--- config.mk ---
export PLATFORM = sky130hd
export DESIGN_NAME = xlat_buffer
export DESIGN_NICKNAME = d
export VERILOG_FILES = /design/src/rtl/xlat_pkg.sv /design/src/rtl/xlat_match.sv /design/src/rtl/xlat_victim.sv /design/src/rtl/xlat_buffer.sv
export SDC_FILE = /design/constraint.sdc
export NUM_CORES = 1
export LEC_CHECK = 0
export BUFFER_PORTS_ARGS = -buffer_cell sky130_fd_sc_hd__buf_2
export CAP_MARGIN = 10
export CORE_ASPECT_RATIO = 1.25
export CORE_UTILIZATION = 35
export CTS_BUF_LIST = sky130_fd_sc_hd__clkbuf_4 sky130_fd_sc_hd__clkbuf_8
export CTS_CLUSTER_DIAMETER = 150
export CTS_CLUSTER_SIZE = 28
export DETAILED_ROUTE_END_ITERATION = 8
export PLACE_DENSITY = 0.6
export SYNTH_ARGS = -nofsm -noshare
export SYNTH_HDL_FRONTEND = slang
export SYNTH_SLANG_ARGS = --single-unit
--- constraint.sdc ---
create_clock -name clk -period 5.5 [get_ports clk]
set_input_delay 0.275 -clock clk [delete_from_list [all_inputs] [get_ports clk]]
set_output_delay 0.275 -clock clk [all_outputs]
set_load 0.05 [all_outputs]
--- src/rtl/xlat_pkg.sv ---
package xlat_pkg;
  localparam int XL_VA_W   = 32;
  localparam int XL_PA_W   = 30;
  localparam int XL_OFF_W  = 12;
  localparam int XL_N_ENT  = 8;

  function automatic int idx_bits(input int n);
    return (n > 1) ? $clog2(n) : 1;
  endfunction
endpackage

--- src/rtl/xlat_match.sv ---
module xlat_match #(
  parameter int N  = 8,
  parameter int KW = 20,
  parameter int DW = 18,
  localparam int IW = xlat_pkg::idx_bits(N)
) (
  input  logic                 clk,
  input  logic                 rst,
  input  logic [N-1:0]         vld,
  input  logic [N-1:0][KW-1:0] keys,
  input  logic [N-1:0][DW-1:0] data,
  input  logic [KW-1:0]        key,
  output logic [N-1:0]         hit_vec,
  output logic                 any_hit,
  output logic [IW-1:0]        hit_idx,
  output logic [DW-1:0]        dout
);
  for (genvar g = 0; g < N; g++) begin : g_cmp
    assign hit_vec[g] = vld[g] && (keys[g] == key);
  end

  assign any_hit = |hit_vec;

  always_comb begin
    hit_idx = '0;
    dout    = '0;
    for (int i = 0; i < N; i++) begin
      if (hit_vec[i]) begin
        hit_idx = hit_idx | IW'(i);
        dout    = dout | data[i];
      end
    end
  end

  // stored keys stay unique, so at most one entry can match
  a_r7_single_match: assert property (@(posedge clk) disable iff (rst)
    $onehot0(hit_vec));
endmodule

--- src/rtl/xlat_victim.sv ---
module xlat_victim #(
  parameter int N = 8,
  localparam int IW = xlat_pkg::idx_bits(N)
) (
  input  logic          clk,
  input  logic          rst,
  input  logic [N-1:0]  vld,
  input  logic          repl,
  output logic          full,
  output logic [IW-1:0] victim
);
  logic [IW-1:0] ptr_q;
  logic [IW-1:0] free_idx;

  assign full = &vld;

  always_comb begin
    free_idx = '0;
    for (int i = N - 1; i >= 0; i--) begin
      if (!vld[i]) free_idx = IW'(i);
    end
  end

  assign victim = full ? ptr_q : free_idx;

  always_ff @(posedge clk) begin
    if (rst) ptr_q <= '0;
    else if (repl) ptr_q <= (ptr_q == IW'(N - 1)) ? '0 : ptr_q + 1'b1;
  end

  logic [63:0] below_m;
  assign below_m = (64'd1 << victim) - 64'd1;

  // with a free slot, the chosen slot is empty and every lower slot is taken
  a_r8_lowest_free: assert property (@(posedge clk) disable iff (rst)
    !full |-> (!vld[victim] && ((vld & below_m[N-1:0]) == below_m[N-1:0])));

  // the round-robin pointer moves only on a replacement
  a_r9_ptr_hold: assert property (@(posedge clk) disable iff (rst)
    !repl |=> $stable(ptr_q));
endmodule

--- src/rtl/xlat_buffer.sv ---
module xlat_buffer #(
  parameter int VA_W  = xlat_pkg::XL_VA_W,
  parameter int PA_W  = xlat_pkg::XL_PA_W,
  parameter int OFF_W = xlat_pkg::XL_OFF_W,
  parameter int N_ENT = xlat_pkg::XL_N_ENT,
  localparam int VPN_W = VA_W - OFF_W,
  localparam int PPN_W = PA_W - OFF_W,
  localparam int IW    = xlat_pkg::idx_bits(N_ENT)
) (
  input  logic             clk,
  input  logic             rst,
  input  logic             lk_req,
  input  logic [VA_W-1:0]  lk_va,
  output logic             lk_hit,
  output logic             lk_miss,
  output logic [PA_W-1:0]  lk_pa,
  input  logic             fl_en,
  input  logic [VPN_W-1:0] fl_vpn,
  input  logic [PPN_W-1:0] fl_ppn,
  input  logic             flush
);
  logic [N_ENT-1:0]            vld_q;
  logic [N_ENT-1:0][VPN_W-1:0] tag_q;
  logic [N_ENT-1:0][PPN_W-1:0] ppn_q;

  // lookup path
  logic [N_ENT-1:0] lk_vec;
  logic             lk_any;
  logic [IW-1:0]    lk_idx;
  logic [PPN_W-1:0] lk_ppn;

  xlat_match #(.N(N_ENT), .KW(VPN_W), .DW(PPN_W)) u_lk_match (
    .clk(clk), .rst(rst), .vld(vld_q), .keys(tag_q), .data(ppn_q),
    .key(lk_va[VA_W-1:OFF_W]), .hit_vec(lk_vec), .any_hit(lk_any),
    .hit_idx(lk_idx), .dout(lk_ppn)
  );

  assign lk_hit  = lk_req && lk_any;
  assign lk_miss = lk_req && !lk_any;
  assign lk_pa   = {lk_ppn, lk_va[OFF_W-1:0]};

  // fill path: duplicate search
  logic [N_ENT-1:0] fl_vec;
  logic             fl_dup;
  logic [IW-1:0]    fl_idx;
  logic [PPN_W-1:0] fl_old;

  xlat_match #(.N(N_ENT), .KW(VPN_W), .DW(PPN_W)) u_fl_match (
    .clk(clk), .rst(rst), .vld(vld_q), .keys(tag_q), .data(ppn_q),
    .key(fl_vpn), .hit_vec(fl_vec), .any_hit(fl_dup),
    .hit_idx(fl_idx), .dout(fl_old)
  );

  logic          do_fill, repl, full;
  logic [IW-1:0] victim, wr_idx;

  assign do_fill = fl_en && !flush;
  assign repl    = do_fill && !fl_dup && full;
  assign wr_idx  = fl_dup ? fl_idx : victim;

  xlat_victim #(.N(N_ENT)) u_victim (
    .clk(clk), .rst(rst), .vld(vld_q), .repl(repl),
    .full(full), .victim(victim)
  );

  always_ff @(posedge clk) begin
    if (rst || flush) begin
      vld_q <= '0;
    end else if (do_fill) begin
      vld_q[wr_idx] <= 1'b1;
    end
  end

  always_ff @(posedge clk) begin
    if (do_fill) begin
      tag_q[wr_idx] <= fl_vpn;
      ppn_q[wr_idx] <= fl_ppn;
    end
  end

  // a flush leaves no valid entry
  a_r6_flush_clears: assert property (@(posedge clk) disable iff (rst)
    flush |=> (vld_q == '0));

  // an accepted fill is stored, valid, in the chosen slot
  a_r10_fill_lands: assert property (@(posedge clk) disable iff (rst)
    do_fill |=> (vld_q[$past(wr_idx)] && tag_q[$past(wr_idx)] == $past(fl_vpn)
                 && ppn_q[$past(wr_idx)] == $past(fl_ppn)));

  // a duplicate fill keeps the occupancy unchanged
  a_r7_dup_in_place: assert property (@(posedge clk) disable iff (rst)
    (do_fill && fl_dup) |=> (vld_q == $past(vld_q)));

  // hit and miss only answer a request
  a_r4_quiet_idle: assert property (@(posedge clk) disable iff (rst)
    !lk_req |-> (!lk_hit && !lk_miss));
endmodule

# [Yosys cells after proc, flatten, opt, wreduce, memory -nomap -nowiden]
# Cells that the tools add are included.
[word_totals] ff_bits=315 output_inout_bits=32 elab_cells=109
[classes] n_addsub=1 order_cmp=2 n_eq_ne=17 mux=34 bitwise=8 reduce_logical=29
[ops] op="equality test 20 bit" count=16
[ops] op="two-way mux 18 bit" count=9
[ops] op="bitwise mux 160 bit" count=1
[ops] op="bitwise mux 144 bit" count=1
[ops] op="OR 18 bit" count=7
[ops] op="demux 20 bit (select 3 bit)" count=1
[ops] op="demux 18 bit (select 3 bit)" count=1
[ops] op="two-way mux 3 bit" count=15
[ops] op="logical AND 1 bit" count=22
[ops] op="two-way mux 20 bit" count=1
[ops] op="OR reduction 8 bit" count=2
[ops] op="OR 8 bit" count=1
[ops] op="AND reduction 8 bit" count=1
[ops] op="less-than comparator 3 x 4 -> 1 bit (second input constant)" count=1
[ops] op="two-way mux 2 bit" count=2
[ops] op="adder 3 x 1 -> 3 bit (second input constant)" count=1
[ops] op="demux 1 bit (select 3 bit)" count=1
[ops] op="equality test 3 bit (second input constant)" count=1
[ops] op=">= comparator 3 x 1 -> 1 bit (second input constant)" count=1
[ops] op="logical NOT 1 bit" count=3
[ops] op="two-way mux 1 bit" count=2
[ops] op="logical OR 1 bit" count=1

# [Logic depth before layout (Yosys ltp)]
# Gate-level depths: netlist (run 1).
[logic_depth] word_depth=17 depth_mapped=9 depth_no_buf=8

# [By module]
# From an unflattened synthesis (run 1), not the netlist that was laid out.
[unflattened] hier_cells=1518 hier_area_um2=17873.4
[by_module_without_submodules] mod="xlat_buffer" instances=1 cells_per_inst=371 area_each_um2=9665.5 seq_area_each_um2=9288.9
[by_module_without_submodules] mod="xlat_match" instances=2 cells_per_inst=560 area_each_um2=3997.6 seq_area_each_um2=0.0
[by_module_without_submodules] mod="xlat_victim" instances=1 cells_per_inst=27 area_each_um2=212.7 seq_area_each_um2=60.1

# [Worst setup path after synthesis (run 1)]
# OpenSTA, ideal clock, no wires.
[synth_path] kind="reg2reg" from="reg, netlist name tag_q[123]" to="reg ppn_q[108] in the netlist's numbering (enable)" setup_time_ns=0.483 arrival_time_ns=4.851 slack_ns=0.166 path_stages_with_launch=8 cell_sequence="edfxtp_1 xor2_1 or4b_1 or4_1 o22ai_1 nor4bb_1 mux2_4 nor3_1"
[synth_lines] element="end signal: indexed assignment" line="xlat_buffer.sv:77" source="ppn_q[wr_idx] <= fl_ppn;"
[synth_lines] element="end: declaration" line="xlat_buffer.sv:24" source="logic [N_ENT-1:0][PPN_W-1:0] ppn_q;"

==> flow_summary.toml, run 1 <==
[placement]
post-place-ws_ns = 1.07
dpl_cell_area_mm2 = 0.0158
port_buffers = 82
dp_cells = 1634
dp_hpwl_mm = 34.6
gp_congestion = 1.01

[synth]
ys_warn_count = 0
async_flop_share = 0
yosysSeqAreaShare = 0.633
synthesis.area_mm2 = 0.0148
syn-instance-count = 1040
synth_top_cell_area_share = 0.618
synth-simple-area-share = 0.0959
synth_cell_type_count = 52
ys_dominant_reg_cell = "edfxtp_1"
synth-edff-count = 304
synth_area_per_cell_um2 = 14.2
synth_top_family_by_area = "XOR/XNOR gates"
ys_top_cells_by_area = "edfxtp_1, xnor2_1, xor2_1, nand4_1, a22oi_1"
synth-compound-area-share = 0.0525
synth_seq_cells = 315
synth_xor_area_frac = 0.190
synthesis.nets = 1117
synth-adder-area-share = 0.00170
synthMuxAreaShare = 0.00381
synth_top_area_cell = "edfxtp_1"

[power_and_ir_drop]
p_seq_frac = 0.652
p_leak_nw = 5.08
p_clk_frac = 0.260
p_comb_frac = 0.087
p_total_mw = 4.07
p_int_mw = 3.08
p_sw_mw = 0.982
power_density_mw_per_mm2 = 249
switching_share = 0.241
peakVddDrop_v = 0.000288

[timing]
fin_worst_skew_ns = 0.0669
max_slew_margin = 0.0803
setup_viol = 0
finalHoldViolations = 0
slew_viol_final = 0
fin_hold_ws_ns = 0.0360
period_minus_slack_ns = 4.32
finalWorstSetupSlack_ns = 1.18
finalSetupTns_ns = 0
rsz0062_at_grt = "no"
worst_slew_pin_slew_ns = 1.37
max_freq_mhz = 232
fin_crit_sh = 0.785

[worst_setup_path]
crit_required_ns = 5.74
endpoint_kind = "flop"
crit_type = "reg -> reg"
critPathMaxFanout = 19
ff2ff_setup_slack_ns = 1.18
regToRegEndpoint = "ppn_q[100]$_DFFE_PP_"
cp_data_arrival_time_ns = 4.56
r2r-start = "tag_q[101]$_DFFE_PP_"
rr_worst_depth = 9
crit_path_start_kind = "flop"

[routing]
first_pass_iters = 5
wl_per_cell_um = 29.2
post_drt_via_cell_ratio = 5.49
antenna_left = 0
drtIter0Drc = 743
drcViolationCount = 0
drt-total-wl_mm = 48.9
vias = 9207

[clock_network]
cts_sinks = 315
cts_max_level = 1
cts_buffer_depth = 3
clkTransAtPathRegs_ns = 0.18
postCtsResizedCells = 0
cts_root_buffer = "clkbuf_8"
post_cts_buffers = 0
cts_made_buffers = 15
clk_latency_ns = 0.59
cts_hold_buf = 19
cts_tree = "done"

[floorplanning]
initial_core_util = 0.357
ios = 107
core_mm2 = 0.0413
die_h_um = 232
die_area_mm2 = 0.0430
die_w_um = 186
num_rows = 83

[grt]
grt_pass1_wl_mm = 68.6
grt_pass1_vias = 9317
grtUsageTotal = 0.229
grt_max_degree = 39
antenna_found_initial = 3
overflow = 0

[hold_path]
min_path_type = "in -> reg"
hold_depth = 3
min_from = "flush"
hold_end = "vld_q[2]$_SDFFE_PP0P_"

[layout]
drive_gt1_frac = 0.137
nNetsFinal = 1195
fin_area_mm2 = 0.0163
fill_cells = 3970
final_cells = 1678
utilization = 0.394
syn_to_final_growth_pct = 10.4
n_antenna_cell = 0

[flow_run]
maxCapViolCount = 0

[run_status]
status = "finished clean"
-- Yosys cell counts, types with 3 or more instances --
cell type,n
nor2_1,11
nand3_1,43
a22o_1,18
nand4_1,64
nor3_1,7
a22oi_1,40
nor4_1,47
nand2_1,15
and3_1,8
nor4b_1,3
clkbuf_1,36
o21bai_1,3
xor2_1,138
mux2i_1,3
nor2b_1,4
edfxtp_1,304
nand3b_1,3
buf_2,3
or4b_1,3
a221oi_1,18
inv_1,6
buf_4,15
buf_6,4
dfxtp_1,11
or4b_2,3
or4_1,11
xnor2_1,182
o21a_1,3
-- worst max-delay path by stage --
stage                                     from                   end  slack, ns  cells after the start
after floorplan           tag_q[123]$_DFFE_PP_  ppn_q[108]$_DFFE_PP_       0.17                      7
after global placement               fl_vpn[1]  ppn_q[103]$_DFFE_PP_       1.14                     10
after detailed placement             fl_vpn[1]  ppn_q[103]$_DFFE_PP_       1.07                     10
after CTS                 tag_q[101]$_DFFE_PP_  ppn_q[100]$_DFFE_PP_       1.27                      9
after global routing      tag_q[123]$_DFFE_PP_  ppn_q[100]$_DFFE_PP_       1.20                      9
final                     tag_q[101]$_DFFE_PP_  ppn_q[100]$_DFFE_PP_       1.18                      9
-- kinds of logic after synthesis --
kind of cell,count (synthesis)
buffers and inverters,66
muxes,5
DFF,315
xor gates and xnor gates,320
adders and majority gates,2
and+or+nand+nor,234
AOI/OAI and AO/OA,98
-- layer usage --
layer,track usage,part of all wire,up-vias
li1,-,-,4080
met1,0.282,0.40,4736
met2,0.400,0.50,304
met3,0.0211,0.044,81
met4,0.112,0.053,6
met5,0,0.00072,-
-- sequential cells by signal, summed over array words and instances, names as in the netlist --
name / count
tag_q: 160
vld_q: 8
ppn_q: 144
u_victim.ptr_q: 3
-- layout make-up --
class,count,area (um^2),area share
Clock inverter,1,30.0,0.00184
Multi-Input combinational cell,659,5160,0.317
Timing Repair Buffer,121,776,0.0476
Inverter,6,22.5,0.00138
Clock buffer,24,274,0.0168
Sequential cell,315,9350,0.573
Tap cell,552,691,0.0424
-- critical path, cell delays in order (launching register included) --
cell	delay (ns)
edfxtp_1	0.46
xor2_1	0.27
or4_1	0.59
nor4_1	0.68
a22oi_1	0.30
nand2_1	0.23
o21bai_1	0.26
nand4_1	0.21
inv_2	0.61
buf_4	0.34
-- cells in the final DEF, fill, tap and decap left out, types with 3 or more instances in the layout --
cell type,Yosys,final
a221oi_1,18,18
a22o_1,18,18
a22oi_1,40,40
and3_1,8,8
buf_2,3,82
buf_4,15,18
clkbuf_4,0,9
clkbuf_8,0,15
dfxtp_1,11,11
dlygate4sd3_1,0,19
edfxtp_1,304,304
inv_1,6,3
inv_2,0,3
mux2i_1,3,3
nand2_1,15,15
nand3_1,43,43
nand3b_1,3,3
nand4_1,64,64
nor2_1,11,9
nor2b_1,4,4
nor3_1,7,4
nor3_2,0,3
nor4_1,47,41
nor4_2,2,6
nor4b_1,3,3
o21a_1,3,3
o21bai_1,3,3
or4_1,11,11
or4b_1,3,3
or4b_2,3,3
xnor2_1,182,182
xor2_1,138,138
-- power by group through the flow --
| stage | Combinational [mW] | Clock [mW] | Sequential [mW] |
|---|---|---|---|
| after global placement | 0.346 | 0 | 2.71 |
| final | 0.355 | 1.06 | 2.65 |
| after floorplan | 0.210 | 0 | 2.71 |
| after CTS | 0.355 | 1.09 | 2.65 |
| after global routing | 0.371 | 1.15 | 2.65 |
| after detailed placement | 0.343 | 0 | 2.71 |
No activity file was read; power rests on OpenSTA's default activity.
==> run 2: changes to the inputs <==
Settings changed: ABC_AREA set to 1, PLACE_DENSITY 0.6 to 0.58.
Clock period 5.5 ns to 4.45 ns, I/O delays scaled along.
==> run 2 against run 1 <==
Net effect: sequential cell count did not move; hold slack got worse by 0.0036 ns; die area rose by 18%; critical path type is now reg -> out; clock skew barely moved; sequential power rose by 24%; critical endpoint is now lk_pa[18].
==> flow_summary.toml, run 2 <==
[grt]
grt_pass1_vias = 15100
grt_max_degree = 40
antenna_found_initial = 2
grt_pass1_wl_mm = 108
overflow = 0
grtUsageTotal = 0.305

[layout]
largest_reg_flops = 160
largest_register = "tag_q"
nNetsFinal = 2256
drive_gt1_frac = 0.0965
top_regs = "tag_q x160, ppn_q x144, vld_q x8"
n_antenna_cell = 0
mostFrequentLayoutCells = "nand2_1, edfxtp_1, nor2_1"
final_common_cell = "nand2_1"
fill_cells = 4991
syn_to_final_growth_pct = 9.77

[synth]
yosysSeqAreaShare = 0.538
synth-edff-count = 304
ys_top_cells_by_area = "edfxtp_1, nand2_1, nor2_1, inv_1, o21ai_0"
ys_dominant_reg_cell = "edfxtp_1"
synth_cell_type_count = 45
synth_top_cell_area_share = 0.525
synthesis.nets = 2158
synth_top_area_cell = "edfxtp_1"
ys_warn_count = 0
synth_area_per_cell_um2 = 8.35
synth_seq_cells = 315
ys_top_cells_by_count = "nand2_1, edfxtp_1, nor2_1"
async_flop_share = 0
syn-instance-count = 2081
yosysMostFrequentCell = "nand2_1"
synthesis.area_mm2 = 0.0174

[worst_setup_path]
cp_data_arrival_time_ns = 3.57
crit_path_start_kind = "flop"
ff2ff_setup_slack_ns = 1.16
critPathMaxFanout = 16
path_common_cell = "nand2_1"
crit_required_ns = 4.23
cpMaxStageDelayCell = "nand3_2"
worstPathCellList = "inv_1 > nand2_1 > o2111ai_1 > nor4_2 > nand3_2 > o21ai_0 > nor2_1 > nand2_1 > buf_2"
regToRegEndpoint = "ppn_q[11]$_DFFE_PP_"
endpoint_kind = "primary output"
r2r-start = "tag_q[62]$_DFFE_PP_"
rr_worst_depth = 12
crit_type = "reg -> out"
slowest_delay_ns = 0.64

[clock_network]
cts_buffer_depth = 3
cts_root_buffer = "clkbuf_8"
post_cts_buffers = 0
cts_made_buffers = 15
cts_hold_buf = 24
postCtsResizedCells = 0
cts_tree = "done"
cts_max_level = 1
cts_sinks = 315
clk_latency_ns = 0.63
clkTransAtPathRegs_ns = 0.20

[placement]
gp_congestion = 1.08
post-place-ws_ns = 0.814
port_buffers = 82
dp_hpwl_mm = 56.0

[floorplanning]
num_rows = 90
die_w_um = 201
die_area_mm2 = 0.0506
die_h_um = 251
ios = 107
core_mm2 = 0.0486
initial_core_util = 0.357

[timing]
worst_slew_pin_slew_ns = 0.833
fin_hold_ws_ns = 0.0324
max_freq_mhz = 264
finalSetupTns_ns = 0
rsz0062_at_grt = "no"
period_minus_slack_ns = 3.79
finalWorstSetupSlack_ns = 0.656
setup_viol = 0
slew_viol_final = 0
finalHoldViolations = 0
fin_worst_skew_ns = 0.0672
max_slew_margin = 0.444
fin_crit_sh = 0.853

[power_and_ir_drop]
p_total_mw = 5.24
peakVddDrop_v = 0.000349
power_density_mw_per_mm2 = 275
p_leak_nw = 8.20

[routing]
antenna_left = 0
drtIter0Drc = 1305
first_pass_iters = 5
vias = 15300
drcViolationCount = 0
post_drt_via_cell_ratio = 5.42
wl_per_cell_um = 27.4
drt-total-wl_mm = 77.6

[hold_path]
min_path_type = "in -> reg"
hold_depth = 1
hold_end = "tag_q[30]$_DFFE_PP_"
min_from = "fl_vpn[10]"

[run_status]
status = "finished clean"

[flow_run]
maxCapViolCount = 0
[run 2: changes by cell type after synthesis, moves of 53 or more]
cell	delta
inv_1	+256
nand2_1	+676
nor2_1	+269
o21ai_0	+111
o22ai_1	+53
xnor2_1	-137
xor2_1	-116
[run 2: layout make-up]
cell class,count,area [um^2],area share
Clock buffer,23,267,0.0140
Clock inverter,1,30.0,0.00157
Inverter,290,1090,0.0574
Multi-Input combinational cell,1411,6520,0.342
Sequential cell,315,9350,0.490
Tap cell,644,806,0.0422
Timing Repair Buffer,146,1010,0.0531
[run 2: worst max-delay path by stage]
stage	from	to	cells after the start	slack, ns
2_1_floorplan	fl_vpn[4]	ppn_q[108]$_DFFE_PP_	12	1.09
3_3_place_gp	fl_vpn[17]	ppn_q[11]$_DFFE_PP_	16	0.78
3_5_place_dp	fl_vpn[17]	ppn_q[11]$_DFFE_PP_	16	0.81
4_1_cts	tag_q[139]$_DFFE_PP_	lk_pa[18]	8	0.63
5_1_grt	tag_q[139]$_DFFE_PP_	lk_pa[18]	9	0.43
6_report	tag_q[139]$_DFFE_PP_	lk_pa[18]	9	0.66
[run 2: where the power goes]
part           internal (mW)  switching [mW]  leakage [nW]  total (mW)
logic                  0.150           0.463          5.21       0.612
clock network          0.400           0.951         0.156        1.35
registers               3.27          0.0131          2.83        3.28
total                   3.82            1.43          8.20        5.24
[run 2: cell families after synthesis]
family,synth area share
AO/OA/AOI/OAI,0.0784
adder cells (fa/ha/maj),0.00144
flip-flops,0.538
buffers and inverters,0.0888
XOR/XNOR,0.0338
AND/OR/NAND/NOR,0.260
[run 2: per-layer routing]
| layer | vias up | part of all wire | routed length, um | track usage |
|---|---|---|---|---|
| met3 | 273 | 0.069 | 5320 | 0.0467 |
| met4 | 4 | 0.086 | 6680 | 0.229 |
| met1 | 7319 | 0.37 | 28800 | 0.347 |
| li1 | 6950 | - | - | - |
| met2 | 794 | 0.47 | 36700 | 0.520 |
| met5 | - | 0.00040 | 31 | 0 |
[run 2: per-stage QoR]
| step | instance area (um^2) | instances | util |
|---|---|---|---|
| 3_5_place_dp | 18500 | 2782 | 0.381 |
| 6_report | 19100 | 2830 | 0.392 |
| 5_1_grt | 19100 | 2830 | 0.392 |
| 2_1_floorplan | 17400 | 2081 | - |
| 3_3_place_gp | 18500 | 2782 | 0.381 |
| 4_1_cts | 19100 | 2830 | 0.392 |
[run 2: worst max-delay path: cells and delay by family, from the launching register on]
kind            cells  cell delay (ns)
simple gates        5             1.47
flops               1             0.63
compound gates      2             0.48
buf+inv             2             0.38
